[src/rtl/edrx_pkg.sv]
package edrx_pkg;

  typedef enum logic [2:0] {
    PH_IDLE   = 3'd0,
    PH_NOISE  = 3'd1,
    PH_DETECT = 3'd2,
    PH_GAIN   = 3'd3,
    PH_CSYNC  = 3'd4,
    PH_DATA   = 3'd5
  } phase_e;

endpackage

[src/rtl/edrx_energy_acc.sv]
// Sums BIT_SAMPLES strobed codes into one bit-period energy value.
module edrx_energy_acc #(
  parameter int ADC_W       = 4,
  parameter int BIT_SAMPLES = 8,
  parameter int ACC_W       = 7
) (
  input  logic             clk,
  input  logic             rst,
  input  logic             clr,
  input  logic             strobe,
  input  logic [ADC_W-1:0] code,
  output logic             bit_done,
  output logic [ACC_W-1:0] bit_energy
);

  localparam int CNT_W = (BIT_SAMPLES > 1) ? $clog2(BIT_SAMPLES) : 1;
  localparam logic [CNT_W-1:0] LAST = CNT_W'(BIT_SAMPLES - 1);

  logic [CNT_W-1:0] cnt_q;
  logic [ACC_W-1:0] acc_q;

  always_ff @(posedge clk) begin
    if (rst) begin
      cnt_q      <= '0;
      acc_q      <= '0;
      bit_done   <= 1'b0;
      bit_energy <= '0;
    end else if (clr) begin
      cnt_q    <= '0;
      acc_q    <= '0;
      bit_done <= 1'b0;
    end else begin
      bit_done <= 1'b0;
      if (strobe) begin
        if (cnt_q == LAST) begin
          bit_energy <= acc_q + ACC_W'(code);
          acc_q      <= '0;
          cnt_q      <= '0;
          bit_done   <= 1'b1;
        end else begin
          acc_q <= acc_q + ACC_W'(code);
          cnt_q <= cnt_q + CNT_W'(1);
        end
      end
    end
  end

  // a finished window always leaves the sample counter rewound
  AST_WINDOW_REWOUND: assert property (@(posedge clk) disable iff (rst)
    bit_done |-> (cnt_q == '0));

  // a cleared accumulator reports no window in the following cycle
  AST_CLEAR_QUIET: assert property (@(posedge clk) disable iff (rst)
    (clr && !$past(rst)) |=> !bit_done);

endmodule

[src/rtl/edrx_gain_search.sv]
// Closed-loop walk of the amplifier gain index.
module edrx_gain_search #(
  parameter int ADC_W = 4,
  parameter int IDX_W = 4
) (
  input  logic             clk,
  input  logic             rst,
  input  logic             load_mid,
  input  logic             step_en,
  input  logic [ADC_W-1:0] code,
  input  logic [ADC_W-1:0] floor_code,
  output logic [IDX_W-1:0] gain_idx,
  output logic             settle,
  output logic             fail
);

  localparam logic [IDX_W-1:0] IDX_MAX = IDX_W'((2 ** IDX_W) - 1);
  localparam logic [IDX_W-1:0] IDX_MID = IDX_W'(2 ** (IDX_W - 1));
  localparam logic [ADC_W-1:0] FULL    = ADC_W'((2 ** ADC_W) - 1);

  logic too_hot, too_cold;
  assign too_hot  = (code == FULL);
  assign too_cold = (code < floor_code);

  always_ff @(posedge clk) begin
    if (rst) begin
      gain_idx <= IDX_MID;
      settle   <= 1'b0;
      fail     <= 1'b0;
    end else begin
      settle <= 1'b0;
      fail   <= 1'b0;
      if (load_mid) begin
        gain_idx <= IDX_MID;
      end else if (step_en) begin
        if (too_hot) begin
          if (gain_idx == '0) fail <= 1'b1;
          else                gain_idx <= gain_idx - IDX_W'(1);
        end else if (too_cold) begin
          if (gain_idx == IDX_MAX) fail <= 1'b1;
          else                     gain_idx <= gain_idx + IDX_W'(1);
        end else begin
          settle <= 1'b1;
        end
      end
    end
  end

  AST_GAIN_STEP_ONE: assert property (@(posedge clk) disable iff (rst)
    (!$past(load_mid) && !$past(rst)) |->
      ((gain_idx == $past(gain_idx)) ||
       (gain_idx == $past(gain_idx) + IDX_W'(1)) ||
       (gain_idx == $past(gain_idx) - IDX_W'(1))));

  AST_FAIL_AT_LIMIT: assert property (@(posedge clk) disable iff (rst)
    fail |-> ((gain_idx == '0) || (gain_idx == IDX_MAX)));

  AST_SETTLE_HOLDS: assert property (@(posedge clk) disable iff (rst)
    (settle && !$past(rst)) |-> (gain_idx == $past(gain_idx)));

  AST_MID_ON_LOAD: assert property (@(posedge clk) disable iff (rst)
    (load_mid && !$past(rst)) |=> (gain_idx == IDX_MID));

endmodule

[src/rtl/edrx_seq_fsm.sv]
// Acquisition sequencer: noise learning, detection, gain, sync, data.
module edrx_seq_fsm #(
  parameter int ACC_W   = 7,
  parameter int TMO_CYC = 4096
) (
  input  logic                clk,
  input  logic                rst,
  input  logic                acq_en,
  input  logic                integ_strobe,
  input  logic                bit_done,
  input  logic [ACC_W-1:0]    bit_energy,
  input  logic [ACC_W-1:0]    cfg_margin,
  input  logic                settle,
  input  logic                fail,
  input  logic                csync_done,
  input  logic                demod_done,
  input  logic                rng_cmd,
  output edrx_pkg::phase_e    phase,
  output logic                acc_clr,
  output logic                load_mid,
  output logic                step_en,
  output logic                csync_start,
  output logic                data_start,
  output logic                reply_req,
  output logic                acq_fail,
  output logic                sync_tmo
);
  import edrx_pkg::*;

  localparam int TMO_W = $clog2(TMO_CYC + 1);
  localparam logic [TMO_W-1:0] TMO_LAST = TMO_W'(TMO_CYC - 1);

  phase_e           nxt;
  logic [ACC_W-1:0] thr_q;
  logic [TMO_W-1:0] tmo_q;
  logic             tmo_hit;
  logic [ACC_W:0]   thr_sum;
  logic [ACC_W-1:0] thr_sat;

  assign tmo_hit  = (tmo_q == TMO_LAST);
  assign thr_sum  = {1'b0, bit_energy} + {1'b0, cfg_margin};
  assign thr_sat  = thr_sum[ACC_W] ? '1 : thr_sum[ACC_W-1:0];
  assign acc_clr  = (phase != PH_NOISE) && (phase != PH_DETECT);
  assign step_en  = integ_strobe && (phase == PH_GAIN) && !settle && !fail;

  always_comb begin
    nxt      = phase;
    load_mid = 1'b0;
    case (phase)
      PH_IDLE:   if (acq_en) nxt = PH_NOISE;
      PH_NOISE:  if (bit_done) nxt = PH_DETECT;
      PH_DETECT: if (bit_done) begin
                   if (bit_energy > thr_q) begin
                     nxt      = PH_GAIN;
                     load_mid = 1'b1;
                   end else begin
                     nxt = PH_NOISE;
                   end
                 end
      PH_GAIN:   if (settle) nxt = PH_CSYNC;
                 else if (fail) nxt = PH_NOISE;
      PH_CSYNC:  if (csync_done) nxt = PH_DATA;
                 else if (tmo_hit) nxt = PH_NOISE;
      PH_DATA:   if (demod_done) nxt = PH_IDLE;
                 else if (tmo_hit) nxt = PH_NOISE;
      default:   nxt = PH_IDLE;
    endcase
  end

  always_ff @(posedge clk) begin
    if (rst) begin
      phase       <= PH_IDLE;
      thr_q       <= '0;
      tmo_q       <= '0;
      csync_start <= 1'b0;
      data_start  <= 1'b0;
      reply_req   <= 1'b0;
      acq_fail    <= 1'b0;
      sync_tmo    <= 1'b0;
    end else begin
      phase       <= nxt;
      csync_start <= (phase == PH_GAIN) && settle;
      data_start  <= (phase == PH_CSYNC) && csync_done;
      acq_fail    <= (phase == PH_GAIN) && !settle && fail;
      sync_tmo    <= tmo_hit &&
                     (((phase == PH_CSYNC) && !csync_done) ||
                      ((phase == PH_DATA) && !demod_done));
      reply_req   <= (phase == PH_DATA) && rng_cmd;
      if ((phase == PH_NOISE) && bit_done) thr_q <= thr_sat;
      if (nxt != phase)
        tmo_q <= '0;
      else if ((phase == PH_CSYNC) || (phase == PH_DATA))
        tmo_q <= tmo_q + TMO_W'(1);
    end
  end

  AST_DETECT_GATE: assert property (@(posedge clk) disable iff (rst)
    ((phase == PH_GAIN) && ($past(phase) == PH_DETECT) && !$past(rst)) |->
      ($past(bit_energy) > $past(thr_q)));

  AST_THR_NO_WRAP: assert property (@(posedge clk) disable iff (rst)
    (($past(phase) == PH_NOISE) && $past(bit_done) && !$past(rst)) |->
      ((thr_q >= $past(bit_energy)) && (thr_q >= $past(cfg_margin))));

  AST_CSYNC_START_PHASE: assert property (@(posedge clk) disable iff (rst)
    csync_start |-> (phase == PH_CSYNC));

  AST_DATA_START_PHASE: assert property (@(posedge clk) disable iff (rst)
    data_start |-> (phase == PH_DATA));

  AST_TMO_TO_NOISE: assert property (@(posedge clk) disable iff (rst)
    sync_tmo |-> (phase == PH_NOISE));

  AST_FAIL_TO_NOISE: assert property (@(posedge clk) disable iff (rst)
    acq_fail |-> (phase == PH_NOISE));

  AST_PULSE_EXCLUSIVE: assert property (@(posedge clk) disable iff (rst)
    $onehot0({csync_start, data_start, acq_fail, sync_tmo}));

  AST_REPLY_IN_DATA: assert property (@(posedge clk) disable iff (rst)
    (reply_req && !$past(rst)) |-> ($past(phase) == PH_DATA));

endmodule

[src/rtl/edrx_acq_ctrl.sv]
// Top: acquisition controller for an energy-detection receiver.
module edrx_acq_ctrl #(
  parameter int ADC_W       = 4,
  parameter int BIT_SAMPLES = 8,
  parameter int IDX_W       = 4,
  parameter int TMO_CYC     = 4096
) (
  input  logic                                  clk,
  input  logic                                  rst,
  input  logic                                  acq_en,
  input  logic                                  integ_strobe,
  input  logic [ADC_W-1:0]                      adc_code,
  input  logic [ADC_W+$clog2(BIT_SAMPLES)-1:0]  cfg_margin,
  input  logic [ADC_W-1:0]                      cfg_floor,
  input  logic                                  csync_done,
  input  logic                                  demod_done,
  input  logic                                  rng_cmd,
  output logic [IDX_W-1:0]                      gain_idx,
  output logic [2:0]                            phase,
  output logic                                  csync_start,
  output logic                                  data_start,
  output logic                                  reply_req,
  output logic                                  acq_fail,
  output logic                                  sync_tmo
);
  import edrx_pkg::*;

  localparam int ACC_W = ADC_W + $clog2(BIT_SAMPLES);

  logic             bit_done;
  logic [ACC_W-1:0] bit_energy;
  logic             acc_clr, load_mid, step_en, settle, fail;
  phase_e           phase_s;

  edrx_energy_acc #(
    .ADC_W(ADC_W), .BIT_SAMPLES(BIT_SAMPLES), .ACC_W(ACC_W)
  ) u_acc (
    .clk(clk), .rst(rst), .clr(acc_clr), .strobe(integ_strobe),
    .code(adc_code), .bit_done(bit_done), .bit_energy(bit_energy)
  );

  edrx_gain_search #(
    .ADC_W(ADC_W), .IDX_W(IDX_W)
  ) u_gain (
    .clk(clk), .rst(rst), .load_mid(load_mid), .step_en(step_en),
    .code(adc_code), .floor_code(cfg_floor), .gain_idx(gain_idx),
    .settle(settle), .fail(fail)
  );

  edrx_seq_fsm #(
    .ACC_W(ACC_W), .TMO_CYC(TMO_CYC)
  ) u_seq (
    .clk(clk), .rst(rst), .acq_en(acq_en), .integ_strobe(integ_strobe),
    .bit_done(bit_done), .bit_energy(bit_energy), .cfg_margin(cfg_margin),
    .settle(settle), .fail(fail), .csync_done(csync_done),
    .demod_done(demod_done), .rng_cmd(rng_cmd), .phase(phase_s),
    .acc_clr(acc_clr), .load_mid(load_mid), .step_en(step_en),
    .csync_start(csync_start), .data_start(data_start),
    .reply_req(reply_req), .acq_fail(acq_fail), .sync_tmo(sync_tmo)
  );

  assign phase = phase_s;

endmodule

[config.mk]
export PLATFORM = sky130hd
export DESIGN_NAME = edrx_acq_ctrl
export DESIGN_NICKNAME = d
export VERILOG_FILES = /design/src/rtl/edrx_pkg.sv /design/src/rtl/edrx_energy_acc.sv /design/src/rtl/edrx_gain_search.sv /design/src/rtl/edrx_seq_fsm.sv /design/src/rtl/edrx_acq_ctrl.sv
export SDC_FILE = /design/constraint.sdc
export NUM_CORES = 1
export LEC_CHECK = 0
export BUFFER_PORTS_ARGS = -buffer_cell sky130_fd_sc_hd__clkbuf_2
export CAP_MARGIN = 15
export CORE_MARGIN = 2
export CORE_UTILIZATION = 30
export CTS_CLUSTER_DIAMETER = 200
export DETAILED_ROUTE_END_ITERATION = 6
export GPL_ROUTABILITY_DRIVEN = 0
export GPL_TIMING_DRIVEN = 0
export PLACE_DENSITY_LB_ADDON = 0.25
export SLEW_MARGIN = 20
export SYNTH_ARGS = -nofsm -noshare
export SYNTH_HDL_FRONTEND = slang
export SYNTH_SLANG_ARGS = --single-unit
[constraint.sdc]
create_clock -name clk -period 2.29 [get_ports clk]
set_input_delay 0.5725 -clock clk [delete_from_list [all_inputs] [get_ports clk]]
set_output_delay 0.5725 -clock clk [all_outputs]
set_load 0.005 [all_outputs]
# Word-level counts from Yosys, hierarchy flattened
# Index checks and enable logic that the tools add are counted.
# Widths: inputs -> output; s select.
op_classes:
  n_addsub: 6
  magnitude_cmp: 2
  eq_ne: 14
  muxes: 26
  n_bitwise: 3
  n_reduce_logical: 30
op_table:
  columns: ["operator", "count"]
  rows:
  - ["$mux 3", 9]
  - ["$pmux 3 s6", 1]
  - ["$mux 4", 4]
  - ["$mux 7", 2]
  - ["$add 13x1->13 const B", 1]
  - ["$eq 13x12->1 const B", 1]
  - ["$logic_and 1x1->1", 13]
  - ["$eq 3x3->1 const B", 3]
  - ["$mux 1", 9]
  - ["$add 7x7->8", 1]
  - ["$eq 4x4->1 const B", 2]
  - ["$add 7x4->7", 1]
  - ["$gt 7x7->1", 1]
  - ["$eq 3x2->1 const B", 2]
  - ["$reduce_or 2->1", 3]
  - ["$reduce_or 3->1", 2]
  - ["$add 4x1->4 const B", 1]
  - ["$logic_not 1->1", 4]
  - ["$logic_not 4->1", 1]
  - ["$lt 4x4->1", 1]
  - ["$reduce_and 4->1", 1]
  - ["$reduce_or 4->1", 1]
  - ["$sub 4x1->4 const B", 1]
  - ["$add 3x1->3 const B", 1]
  - ["other kinds (12)", 15]
totals:
  register_bits: 52
  in_bits: 22
  output_inout_bits: 12
  elab_cells: 96

# Logic depth before layout (Yosys ltp)
# Gate-level depths: netlist of run 1.
depth:
  word_depth: 6
  ltp_mapped: 8
  depth_no_buf: 8

# By module
# Synthesis of run 1 repeated with hierarchy kept, for this count alone.
hier_totals:
  cells_unflattened: 378
  hier_area_um2: 3213.1
modules_own_cells:
  columns: ["mod", "instances", "cells_per_inst", "area_each_um2", "seq_area_each_um2"]
  rows:
  - ["edrx_seq_fsm", 1, 216, 1778.0, 560.5]
  - ["edrx_energy_acc", 1, 108, 977.2, 360.3]
  - ["edrx_gain_search", 1, 54, 457.9, 120.1]

# Least setup slack after synthesis of run 1
# No wires, ideal clock.
synth_timing:
  kind: "input-to-reg"
  startpoint: "input cfg_floor[2]"
  endpoint: "register u_gain.gain_idx[3]"
  arrival_ns: 2.060
  slack_ns: 0.109
  path_stages: 7
  n_path_buf: 0
  cell_sequence: "inv_1 > ha_1 > a21oi_1 > o21ai_0 > a311o_1 > nor3_1 > mux2_2"
synth_between:
  elab_chain_len: 3
synth_rtl:
  columns: ["item", "line_no", "rtl"]
  rows:
  - ["start: declaration", "edrx_acq_ctrl.sv:14", "input logic [ADC_W-1:0] cfg_floor,"]
  - ["$lt 4x4->1", "edrx_gain_search.sv:23", "assign too_cold = (code < floor_code);"]
  - ["$reduce_bool 2->1 (no line)", null, null]
  - ["$reduce_and 4->1 (no line)", null, null]
  - ["end signal: assignment", "edrx_gain_search.sv:38", "else gain_idx <= gain_idx - IDX_W'(1);"]
  - ["end signal: assignment", "edrx_gain_search.sv:41", "else gain_idx <= gain_idx + IDX_W'(1);"]
  - ["end: declaration", "edrx_gain_search.sv:12", "output logic [IDX_W-1:0] gain_idx,"]
# No other way between the ends.
# A chain may end at the register's enable or synchronous reset.

# Worst setup path after layout of run 1
layout_timing:
  startpoint: "input adc_code[3]"
  endpoint: "register u_gain.gain_idx[3]"
layout_between:
  elab_chain_len: 3
  word_cells_on_any_way: 7
layout_rtl:
  columns: ["item", "line_no", "rtl"]
  rows:
  - ["start: declaration", "edrx_acq_ctrl.sv:12", "input logic [ADC_W-1:0] adc_code,"]
  - ["$lt 4x4->1 or $eq 4x4->1 (tied branches)", "edrx_gain_search.sv:23, edrx_gain_search.sv:22", null]
  - ["$reduce_bool 2->1 (no line) (tied with other cells)", null, null]
  - ["$reduce_and 4->1 (no line)", null, null]
# Parallel ways exist; a longest one is shown, timed or not.

==> results.ini, run 1 <==
[die]
initial_core_util_pct = 30.71
ios = 34
die_h_um = 106.3
core-area_sq_um = 10230
die_w_um = 106.3
row_count = 37
dieArea_sq_um = 11310

[layout]
drive_gt1_share_pct = 15.21
final_cell_mix = dfxtp_1 (52), nor2_1 (38), clkbuf_2 (33), ha_1 (26), inv_1 (21)
fin_cells = 537
finish.net_count = 451
fin_util_pct = 35.32
diodes = 0
final_common_cell = dfxtp_1
area_growth_pct = 15.01

[cts]
clk_latency_ps = 310
cts-buffers-inserted = 5
cts_tree = yes
ctsRootBufferMaster = clkbuf_8
clockBufferDepth = 2
h-tree-depth = 2
cts_hold_buf = 0
path_clk_slew_ps = 100
cts_sinks = 52

[yosys]
netlist_instances = 359
yosys.area.top_type_share_pct = 33.13
synthArstFlopShare_pct = 0
syn_nets = 410
synth_compound_area_share_pct = 14.81
synthMuxAreaShare_pct = 2.947
synth_top_family_by_area = simple AND/OR/NAND/NOR gates
ys_top_cells_by_area = dfxtp_1 (33%), ha_1 (10%), nor2_1 (4.5%)
yosys.area.top_type = dfxtp_1
avgSynthCellArea_sq_um = 8.751
synthXorXnorAreaFrac_pct = 6.412
ys.flop_type = dfxtp_1
ys_seq_elements = 52
ys_warn_count = 0
yosysUniqueCellTypes = 59
synth.cell_area_sq_um = 3142
yosysSeqAreaShare_pct = 33.13
yosys.area_share.simple_pct = 25.17
synth-edff-count = 0
synthAdderAreaFrac_pct = 12.27

[timing]
drv_slew = 0
setup_viol = 0
fmax_mhz = 462.6
maxSlewHeadroom_pct = 54.47
worst_slew_pin_slew_ps = 679.3
finalHoldViolCount = 0
timing.hold.ws_ps = 473.5
fin_crit_ps = 2162
setup_ws_ps = 128.1
finalCritPeriodShare_pct = 94.41
rsz0062_at_grt = false
fin_skew_ps = 9.795

[critical_path]
cp_num_cells = 9
r2r_cells = 8
cp-start-kind = input port
crit_start = adc_code[3]
crit_required_ps = 2490
r2r-start = u_seq.thr_q[4]
crit_buf_inv = 2
cp-end-kind = register
crit_type = in -> reg
r2r_end = u_seq.tmo_q[3]
path_delay_family = simple AND/OR/NAND/NOR gates
r2r_slack_ps = 150
slowest_delay_ps = 370
arrival_ps = 2360
cp_slowest_cell = mux2_2
path_cells = clkbuf_2, nand4_4, inv_1, ha_1, a21o_1, a21oi_1, xnor2_1, nor3_1, mux2_2
endpoint = u_gain.gain_idx[3]
critPathMaxFanout = 8

[power_and_ir_drop]
p_total_w = 0.001715
powerDensity_nw_per_um2 = 474.7
combPwrFrac_pct = 9.6
p_seq_share_pct = 53.1
p_sw_share_pct = 24.49
switchingPower_w = 0.0004201
p_leak_nw = 1.434
clockPowerShare_pct = 37.3
vdd_drop_max_uv = 257.7
intPower_w = 0.001295

[detailed_routing]
num_vias = 2666
wirelength_mm = 7.063
drt_pass1_iterations = 5
drcViolationCount = 0
antenna_left = 0
detail_route.wl_per_cell_um = 13.15
routed_via_density = 4.965
drt_iter0_drc = 79

[outcome]
run_status = completed

[grt]
grt_use_met2_pct = 21.70
grt_max_degree = 17
grt.busiest_layer = met2
antenna_found_initial = 0
grtUsageMet1_pct = 18.15
overflow = 0
grt_first_pass_wirelength_mm = 12.32
met3_usage_pct = 2.391
grt_pass1_vias = 2595
track_usage_pct = 13.34

[job]
cap_violations = 0

[placement]
io_buffers = 32
dp_cells = 527
dp_hpwl_mm = 5.395
post-place-ws_ps = -275.2

[min_path]
hp-class = in -> reg

[cells by family (layout without fill, tap and decap cells)]
logic type | count (synthesis) | count (layout)
DFF | 52 | 52
muxes | 9 | 9
buffers and inverters | 36 | 78
xor gates and xnor gates | 23 | 23
AOI/OAI and AO/OA | 70 | 70
adders and majority gates | 29 | 29
and+or+nand+nor | 140 | 140
[layer usage]
layer  vias up  routed length [um]
met3         4                 234
met1      1246                3553
met4         0                  41
li1       1373                   -
met2        43                3233
met5         -                   0
[worst register-to-register path: stages (launching register included)]
cell and delay, ps:
dfxtp_1 350, inv_1 50, ha_1 280, a211oi_1 300, nor2_1 80, o31a_1 290
nor3b_2 310, buf_2 280, nor4_1 90
[power groups by stage]
stage,Sequential (W),Clock (W),Combinational (W)
finish,0.000911,0.000640,0.000165
global route,0.000912,0.000704,0.000188
CTS,0.000911,0.000658,0.000164
detailed placement,0.000932,0,0.000163
global placement,0.000931,0,0.000161
floorplan,0.000931,0,0.000106
[synth_stat cells, types with 3 or more instances]
| master | number |
|---|---|
| a2111oi_0 | 4 |
| a211oi_1 | 11 |
| a21oi_1 | 20 |
| and4_1 | 4 |
| buf_6 | 3 |
| clkbuf_1 | 7 |
| dfxtp_1 | 52 |
| fa_1 | 3 |
| ha_1 | 26 |
| inv_1 | 21 |
| mux2i_1 | 7 |
| nand2_1 | 18 |
| nand2b_1 | 5 |
| nand3_1 | 8 |
| nand4_1 | 6 |
| nor2_1 | 38 |
| nor2b_1 | 14 |
| nor3_1 | 8 |
| nor3b_1 | 3 |
| nor4_1 | 14 |
| o211ai_1 | 3 |
| o21ai_0 | 10 |
| or3_1 | 5 |
| xnor2_1 | 7 |
| xor2_1 | 16 |
[worst min path at each step]
| stage | from | end | slack, ps | cells past startpoint |
|---|---|---|---|---|
| 2_1_floorplan | u_acc.acc_q[0] | u_acc.acc_q[0] | 450 | 2 |
| 3_3_place_gp | u_acc.acc_q[0] | u_acc.acc_q[0] | 460 | 2 |
| 3_5_place_dp | u_acc.acc_q[0] | u_acc.acc_q[0] | 470 | 2 |
| 6_report | rng_cmd | u_seq.reply_req | 470 | 3 |
| 5_1_grt | rng_cmd | u_seq.reply_req | 480 | 3 |
| 4_1_cts | rng_cmd | u_seq.reply_req | 460 | 3 |
[final cells by class]
cell class	instances	area, sq um
clock inverters	3	42.54
inverters	21	78.83
fillers	1054	6618
multi-input cells	271	1951
well taps	136	170.2
flip-flops and latches	52	1041
clock buffers	5	68.82
repair buffers	34	175.2
plain buffers	15	86.33
[per-stage QoR]
step	setup TNS, ps	area (sq um)
2_1_floorplan	0	3142
3_3_place_gp	-432.0	3472
3_5_place_dp	-611.6	3472
4_1_cts	0	3583
5_1_grt	0	3613
6_report	0	3613
[state kept, by name, summed over array words and instances, names as in the netlist]
signal and count:
u_seq.reply_req 1, u_seq.data_start 1, u_gain.settle 1, u_seq.sync_tmo 1, u_gain.fail 1, u_seq.tmo_q 13, u_acc.bit_done 1, u_acc.cnt_q 3
u_acc.bit_energy 7, u_seq.csync_start 1, u_seq.thr_q 7, u_seq.acq_fail 1, u_gain.gain_idx 4, u_seq.phase 3, u_acc.acc_q 7
[repair_timing]
action	in CTS	in global routing
setup endpoints to repair	0	12
buffers inserted	0	2
gates resized for setup	0	3
No activity file was read; power rests on OpenSTA's default activity.
==> inputs of run 2 (changes only) <==
--- a/config.mk
+++ b/config.mk
@@ -7,13 +7,13 @@
 export LEC_CHECK = 0
 export BUFFER_PORTS_ARGS = -buffer_cell sky130_fd_sc_hd__clkbuf_2
 export CAP_MARGIN = 15
-export CORE_MARGIN = 2
+export CORE_MARGIN = 5
 export CORE_UTILIZATION = 30
 export CTS_CLUSTER_DIAMETER = 200
 export DETAILED_ROUTE_END_ITERATION = 6
 export GPL_ROUTABILITY_DRIVEN = 0
 export GPL_TIMING_DRIVEN = 0
-export PLACE_DENSITY_LB_ADDON = 0.25
+export PLACE_DENSITY = 0.48
 export SLEW_MARGIN = 20
 export SYNTH_ARGS = -nofsm -noshare
 export SYNTH_HDL_FRONTEND = slang
==> constraint.sdc (replaced) <==
create_clock -name clk -period 2.29 [get_ports clk]
set_input_delay 0.5725 -clock clk [delete_from_list [all_inputs] [get_ports clk]]
set_output_delay 0.5725 -clock clk [all_outputs]
set_load 0.1 [all_outputs]
==> run 2 against run 1 <==
- hold slack improved by 0.61 ps
- register-to-register slack about the same
- final cell count shrank 0.37%
- cell area down 0.97%
- flip-flop and latch count unchanged
- sequential power hardly changed
- global-route usage down 1.5 points
- die area rose by 12%
- routed wire length is 1.7% higher
- first-iteration DRC count shrank 1.3%
- sequential share of layout area is 0.42 points higher
- core utilization down 0.50 points
- critical endpoint unchanged
==> results.ini, run 2 (synthesized netlist as in run 1, its figures left out) <==
[grt]
grt_pass1_vias = 2570
track_usage_pct = 11.86
antenna_found_initial = 0
grt_max_degree = 17
overflow = 0
grt_first_pass_wirelength_mm = 12.53

[die]
initial_core_util_pct = 30.57
core-area_sq_um = 10280
die_w_um = 112.3
row_count = 37
dieArea_sq_um = 12620
ios = 34
die_h_um = 112.3

[layout]
finish.instance_area_sq_um = 3578
area_growth_pct = 13.90
largest_register_ffs = 13
drive_gt1_share_pct = 16.04
finish.net_count = 449
fill_cells = 1089
diodes = 0
final_cell_mix = dfxtp_1 (48), nor2_1 (38), clkbuf_2 (33), ha_1 (26)
multi_input_area_sq_um = 1949
final_common_cell = dfxtp_1
regMostFlops = u_seq.tmo_q
regArea_sq_um = 1046

[power_and_ir_drop]
powerDensity_nw_per_um2 = 451.6
p_leak_nw = 1.419
vdd_drop_max_uv = 201.6

[critical_path]
r2r-start = u_seq.thr_q[4]
r2r_end = u_seq.tmo_q[5]
cp-end-kind = register
cp-start-kind = input port
critPathMaxFanout = 5
r2r_cells = 8
crit_type = in -> reg
r2r_slack_ps = 160
arrival_ps = 2360
crit_required_ps = 2490

[timing]
fin_skew_ps = 10.83
fin_crit_ps = 2160
setup_viol = 0
finalCritPeriodShare_pct = 94.31
finalHoldViolCount = 0
rsz0062_at_grt = false
maxSlewHeadroom_pct = 52.00
worst_slew_pin_slew_ps = 716.2
drv_slew = 0
fmax_mhz = 463.0
fin_setup_tns_ps = 0

[cts]
cts_tree = yes
ctsRootBufferMaster = clkbuf_8
cts_sinks = 52
cts-buffers-inserted = 5
clk_latency_ps = 300
post_cts_buffers = 0
path_clk_slew_ps = 100
clockBufferDepth = 2
cts_hold_buf = 0
h-tree-depth = 2

[detailed_routing]
detail_route.wl_per_cell_um = 13.43
top_layer_used = met4
wirelength_mm = 7.186
dr_wl_met3_um = 273
antenna_left = 0
drt_iter0_drc = 78
num_vias = 2591
m1WireLength_mm = 3.772
drt_pass1_iterations = 4
routed_via_density = 4.843
wl_met2_mm = 3.108
drcViolationCount = 0

[job]
cap_violations = 0

[placement]
dp_hpwl_mm = 5.639
dpl_cell_area_sq_um = 3477
io_buffers = 32

[min_path]
worstHoldEndpoint = u_seq.reply_req
hp-class = in -> reg
hp-start = rng_cmd
hold_depth = 3

[outcome]
run_status = completed

[run 2: cell count changes in the layout (fill, tap and decap cells not counted), sizes merged]
cell,previous run,this run
clkinv,1,3
bufinv,1,0
buf,9,7
clkinvlp,1,0
[run 2: where the power goes]
group          internal (W)  switching, W
combinational     0.0000635      0.000112
sequential         0.000908    0.00000270
clock              0.000214      0.000315
[run 2: metrics by stage]
step / utilization, % / hold WS, ps / setup WS (ps) / cells / power, W
after floorplan: - / 449.8 / 14.32 / 359 / 0.001049
after global placement: 33.83 / 464.7 / -216.4 / 527 / 0.001106
after detailed placement: 33.83 / 474.9 / -269.2 / 527 / 0.001108
after CTS: 34.73 / 464.1 / 69.43 / 535 / 0.001654
after global routing: 34.82 / 454.5 / 20.24 / 535 / 0.001710
final: 34.82 / 474.1 / 130.3 / 535 / 0.001616
[run 2: metal layers]
metal	vias up	GRT usage [%]
met4	0	2.324
li1	1379	-
met5	-	0
met2	42	18.16
met1	1168	17.10
met3	2	2.749
[run 2: area by class of cell]
class	count	area share [%]
multi-input combinational	271	54.48
buffer	15	2.413
tap	136	4.755
clock inverter	3	0.5245
timing repair buffer	32	4.476
sequential	52	29.23
inverter	21	2.203
clock buffer	5	1.923
[run 2: worst max path at each step]
stage / startpoint / to / slack [ps] / depth (start not counted)
final: adc_code[2] / u_gain.gain_idx[3] / 130 / 7
after global placement: adc_code[3] / u_gain.gain_idx[3] / -220 / 9
after CTS: adc_code[3] / u_gain.gain_idx[3] / 70 / 9
after detailed placement: adc_code[3] / u_gain.gain_idx[3] / -270 / 9
after global routing: adc_code[2] / u_gain.gain_idx[3] / 20 / 7
after floorplan: u_gain.gain_idx[0] / u_gain.gain_idx[2] / 10 / 5
[run 2: timing repair]
item	CTS	global route
endpoints found under the hold margin	0	0
resized for setup	1	2
endpoints found under the setup margin	10	1
[run 2: critical path, cell delays in order]
cell and delay [ps]:
clkbuf_2 130, ha_1 310, a21oi_1 130, o21ai_0 150, a311o_1 440, nor3_1 260
mux2_2 360
==> inputs of run 3 (changes only) <==
--- a/config.mk
+++ b/config.mk
@@ -5,6 +5,7 @@
 export SDC_FILE = /design/constraint.sdc
 export NUM_CORES = 1
 export LEC_CHECK = 0
+export ABC_AREA = 1
 export BUFFER_PORTS_ARGS = -buffer_cell sky130_fd_sc_hd__clkbuf_2
 export CAP_MARGIN = 15
 export CORE_MARGIN = 5
@@ -13,7 +14,6 @@
 export DETAILED_ROUTE_END_ITERATION = 6
 export GPL_ROUTABILITY_DRIVEN = 0
 export GPL_TIMING_DRIVEN = 0
-export PLACE_DENSITY = 0.48
 export SLEW_MARGIN = 20
 export SYNTH_ARGS = -nofsm -noshare
 export SYNTH_HDL_FRONTEND = slang
==> run 3 against run 2 <==
- first-iteration DRC count grew 31%
- non-clock buffer count shrank 8
- worst setup slack gained 240 ps
- cell area shrank 1.3%
- combinational power shrank 7%
- total power shrank 0.76%
- critical endpoint is now u_acc.acc_q[6]
- fmax grew 12%
- critical path type unchanged
- core utilization shrank 0.29 points
==> results.ini, run 3 <==
[layout]
area_growth_pct = 13.51
regMostFlops = u_seq.tmo_q
fill_cells = 1057
diodes = 0
fin_util_pct = 34.52
final_common_cell = nand2_1
finish.net_count = 524
drive_gt1_share_pct = 12.87
final_cell_mix = nand2_1 (80), inv_1 (66), dfxtp_1 (52), nor2_1 (49), clkbuf_2 (32)
fin_cells = 610
largest_register_ffs = 13

[critical_path]
r2r-start = u_acc.acc_q[0]
crit_type = in -> reg
path_cells = clkbuf_2, ha_1, inv_1, fa_1, o21ai_0, nand2_1, a21oi_1, xor2_1, nand2_1, a21oi_1
cp-start-kind = input port
slowest_delay_ps = 400
r2r_cells = 9
crit_required_ps = 2530
cp_slowest_cell = fa_1
arrival_ps = 2170
crit_start = adc_code[0]
cp-end-kind = register
critPathMaxFanout = 3

[detailed_routing]
drcViolationCount = 0
wirelength_mm = 6.712
num_vias = 2738
drt_iter0_drc = 102
detail_route.wl_per_cell_um = 11.00
routed_via_density = 4.489
antenna_left = 0
drt_pass1_iterations = 4

[die]
dieArea_sq_um = 12510
row_count = 37
die_w_um = 111.8
initial_core_util_pct = 30.41
die_h_um = 111.8
ios = 34
core-area_sq_um = 10230

[yosys]
synth.cell_area_sq_um = 3112
ys.flop_type = dfxtp_1
synthArstFlopShare_pct = 0
ys_top_cells_by_area = dfxtp_1 (33%), ha_1 (10%), nand2_1 (9.7%)
synth_most_common_cell = nand2_1
syn_nets = 485
ys_seq_elements = 52
yosysUniqueCellTypes = 32
yosys.area.top_type = dfxtp_1
yosysSeqAreaShare_pct = 33.45
yosys-top-cells-count = nand2_1 (80), inv_1 (66), dfxtp_1 (52)
netlist_instances = 434
ys_warn_count = 0
yosys.area.top_type_share_pct = 33.45
synth-edff-count = 0
avgSynthCellArea_sq_um = 7.170

[power_and_ir_drop]
p_seq_share_pct = 56.8
switchingPower_w = 0.0004229
clockPowerShare_pct = 33.1
powerDensity_nw_per_um2 = 454.1
p_leak_nw = 1.663
vdd_drop_max_uv = 259.5
p_sw_share_pct = 26.37
combPwrFrac_pct = 10.2
intPower_w = 0.001181

[cts]
cts_tree = yes
h-tree-depth = 2
cts_resized = 0
cts_hold_buf = 0
ctsRootBufferMaster = clkbuf_8
post_cts_buffers = 0
path_clk_slew_ps = 100
cts_sinks = 52
cts-buffers-inserted = 5
clockBufferDepth = 2
clk_latency_ps = 310

[timing]
fin_setup_tns_ps = 0
rsz0062_at_grt = false
worst_slew_pin_slew_ps = 553.4
finalCritPeriodShare_pct = 83.97
finalHoldViolCount = 0
drv_slew = 0
fmax_mhz = 520.0
maxSlewHeadroom_pct = 63.27
timing.hold.ws_ps = 459.5
fin_skew_ps = 14.74
setup_viol = 0
fin_crit_ps = 1923
setup_ws_ps = 367.1

[min_path]
hold_depth = 3
hp-class = in -> reg
hp-start = rng_cmd

[placement]
io_buffers = 32
dp_hpwl_mm = 5.416
post-place-ws_ps = 28.61
dp_cells = 602

[grt]
grt_pass1_vias = 2626
grt_first_pass_wirelength_mm = 11.61
track_usage_pct = 11.04
antenna_found_initial = 0
overflow = 0
grt_max_degree = 18

[outcome]
run_status = completed

[job]
cap_violations = 0

## run 3: cell types whose count changed after synthesis, moves of 6 or more
cell | previous run | this run
a211oi_1 | 11 | 0
a21oi_1 | 20 | 30
inv_1 | 21 | 66
mux2i_1 | 7 | 1
nand2_1 | 18 | 80
nand3_1 | 8 | 31
nand4_1 | 6 | 13
nor2_1 | 38 | 49
nor2_2 | 0 | 11
nor2b_1 | 14 | 0
nor4_1 | 14 | 1
## run 3: cell type report
cell class,count,area [sq um],area share [%]
repair buffers,32,160.2,4.534
multi-input cells,308,1783,50.48
plain buffers,7,36.28,1.027
clock buffers,5,68.82,1.948
clock inverters,3,21.27,0.6022
well taps,136,170.2,4.818
flip-flops and latches,52,1041,29.47
inverters,67,251.5,7.120
## run 3: layer usage
| metal | GRT usage [%] | vias to the layer above | routed length, um |
|---|---|---|---|
| met3 | 2.337 | 4 | 242 |
| li1 | - | 1477 | - |
| met4 | 3.244 | 0 | 81 |
| met2 | 18.47 | 38 | 3060 |
| met1 | 14.29 | 1219 | 3328 |
| met5 | 0 | - | 0 |
## run 3: kinds of logic after synthesis
family	after synthesis	share of synthesized area, %
AOI/OAI and AO/OA	54	9.328
muxes	1	0.3217
DFF	52	33.45
xor gates and xnor gates	23	6.474
adders and majority gates	29	12.38
and+or+nand+nor	201	28.79
buffers and inverters	74	9.248
## run 3: per-stage QoR
step | total power (W) | instance area [sq um]
global placement | 0.001092 | 3442
finish | 0.001604 | 3532
global route | 0.001690 | 3532
detailed placement | 0.001095 | 3442
CTS | 0.001630 | 3532
floorplan | 0.001043 | 3112
## run 3: power by group through the flow
stage	Clock [W]	Sequential, W	Combinational [W]
floorplan	0	0.000942	0.000101
global placement	0	0.000931	0.000161
detailed placement	0	0.000932	0.000164
CTS	0.000555	0.000911	0.000165
global route	0.000591	0.000911	0.000187
finish	0.000530	0.000910	0.000163
## run 3: critical path: cells and delay by family
family / cells / cell delay (ps)
xor gates and xnor gates: 1 / 200
adders and majority gates: 2 / 590
buffers and inverters: 2 / 180
and+or+nand+nor: 2 / 160
AOI/OAI and AO/OA: 3 / 480
## run 3: final timing paths
path                     endpoint  slack, ps
setup / recovery   u_acc.acc_q[6]        370
hold / removal    u_seq.reply_req        460
setup reg to reg   u_acc.acc_q[6]        410
hold reg to reg    u_acc.acc_q[3]        470
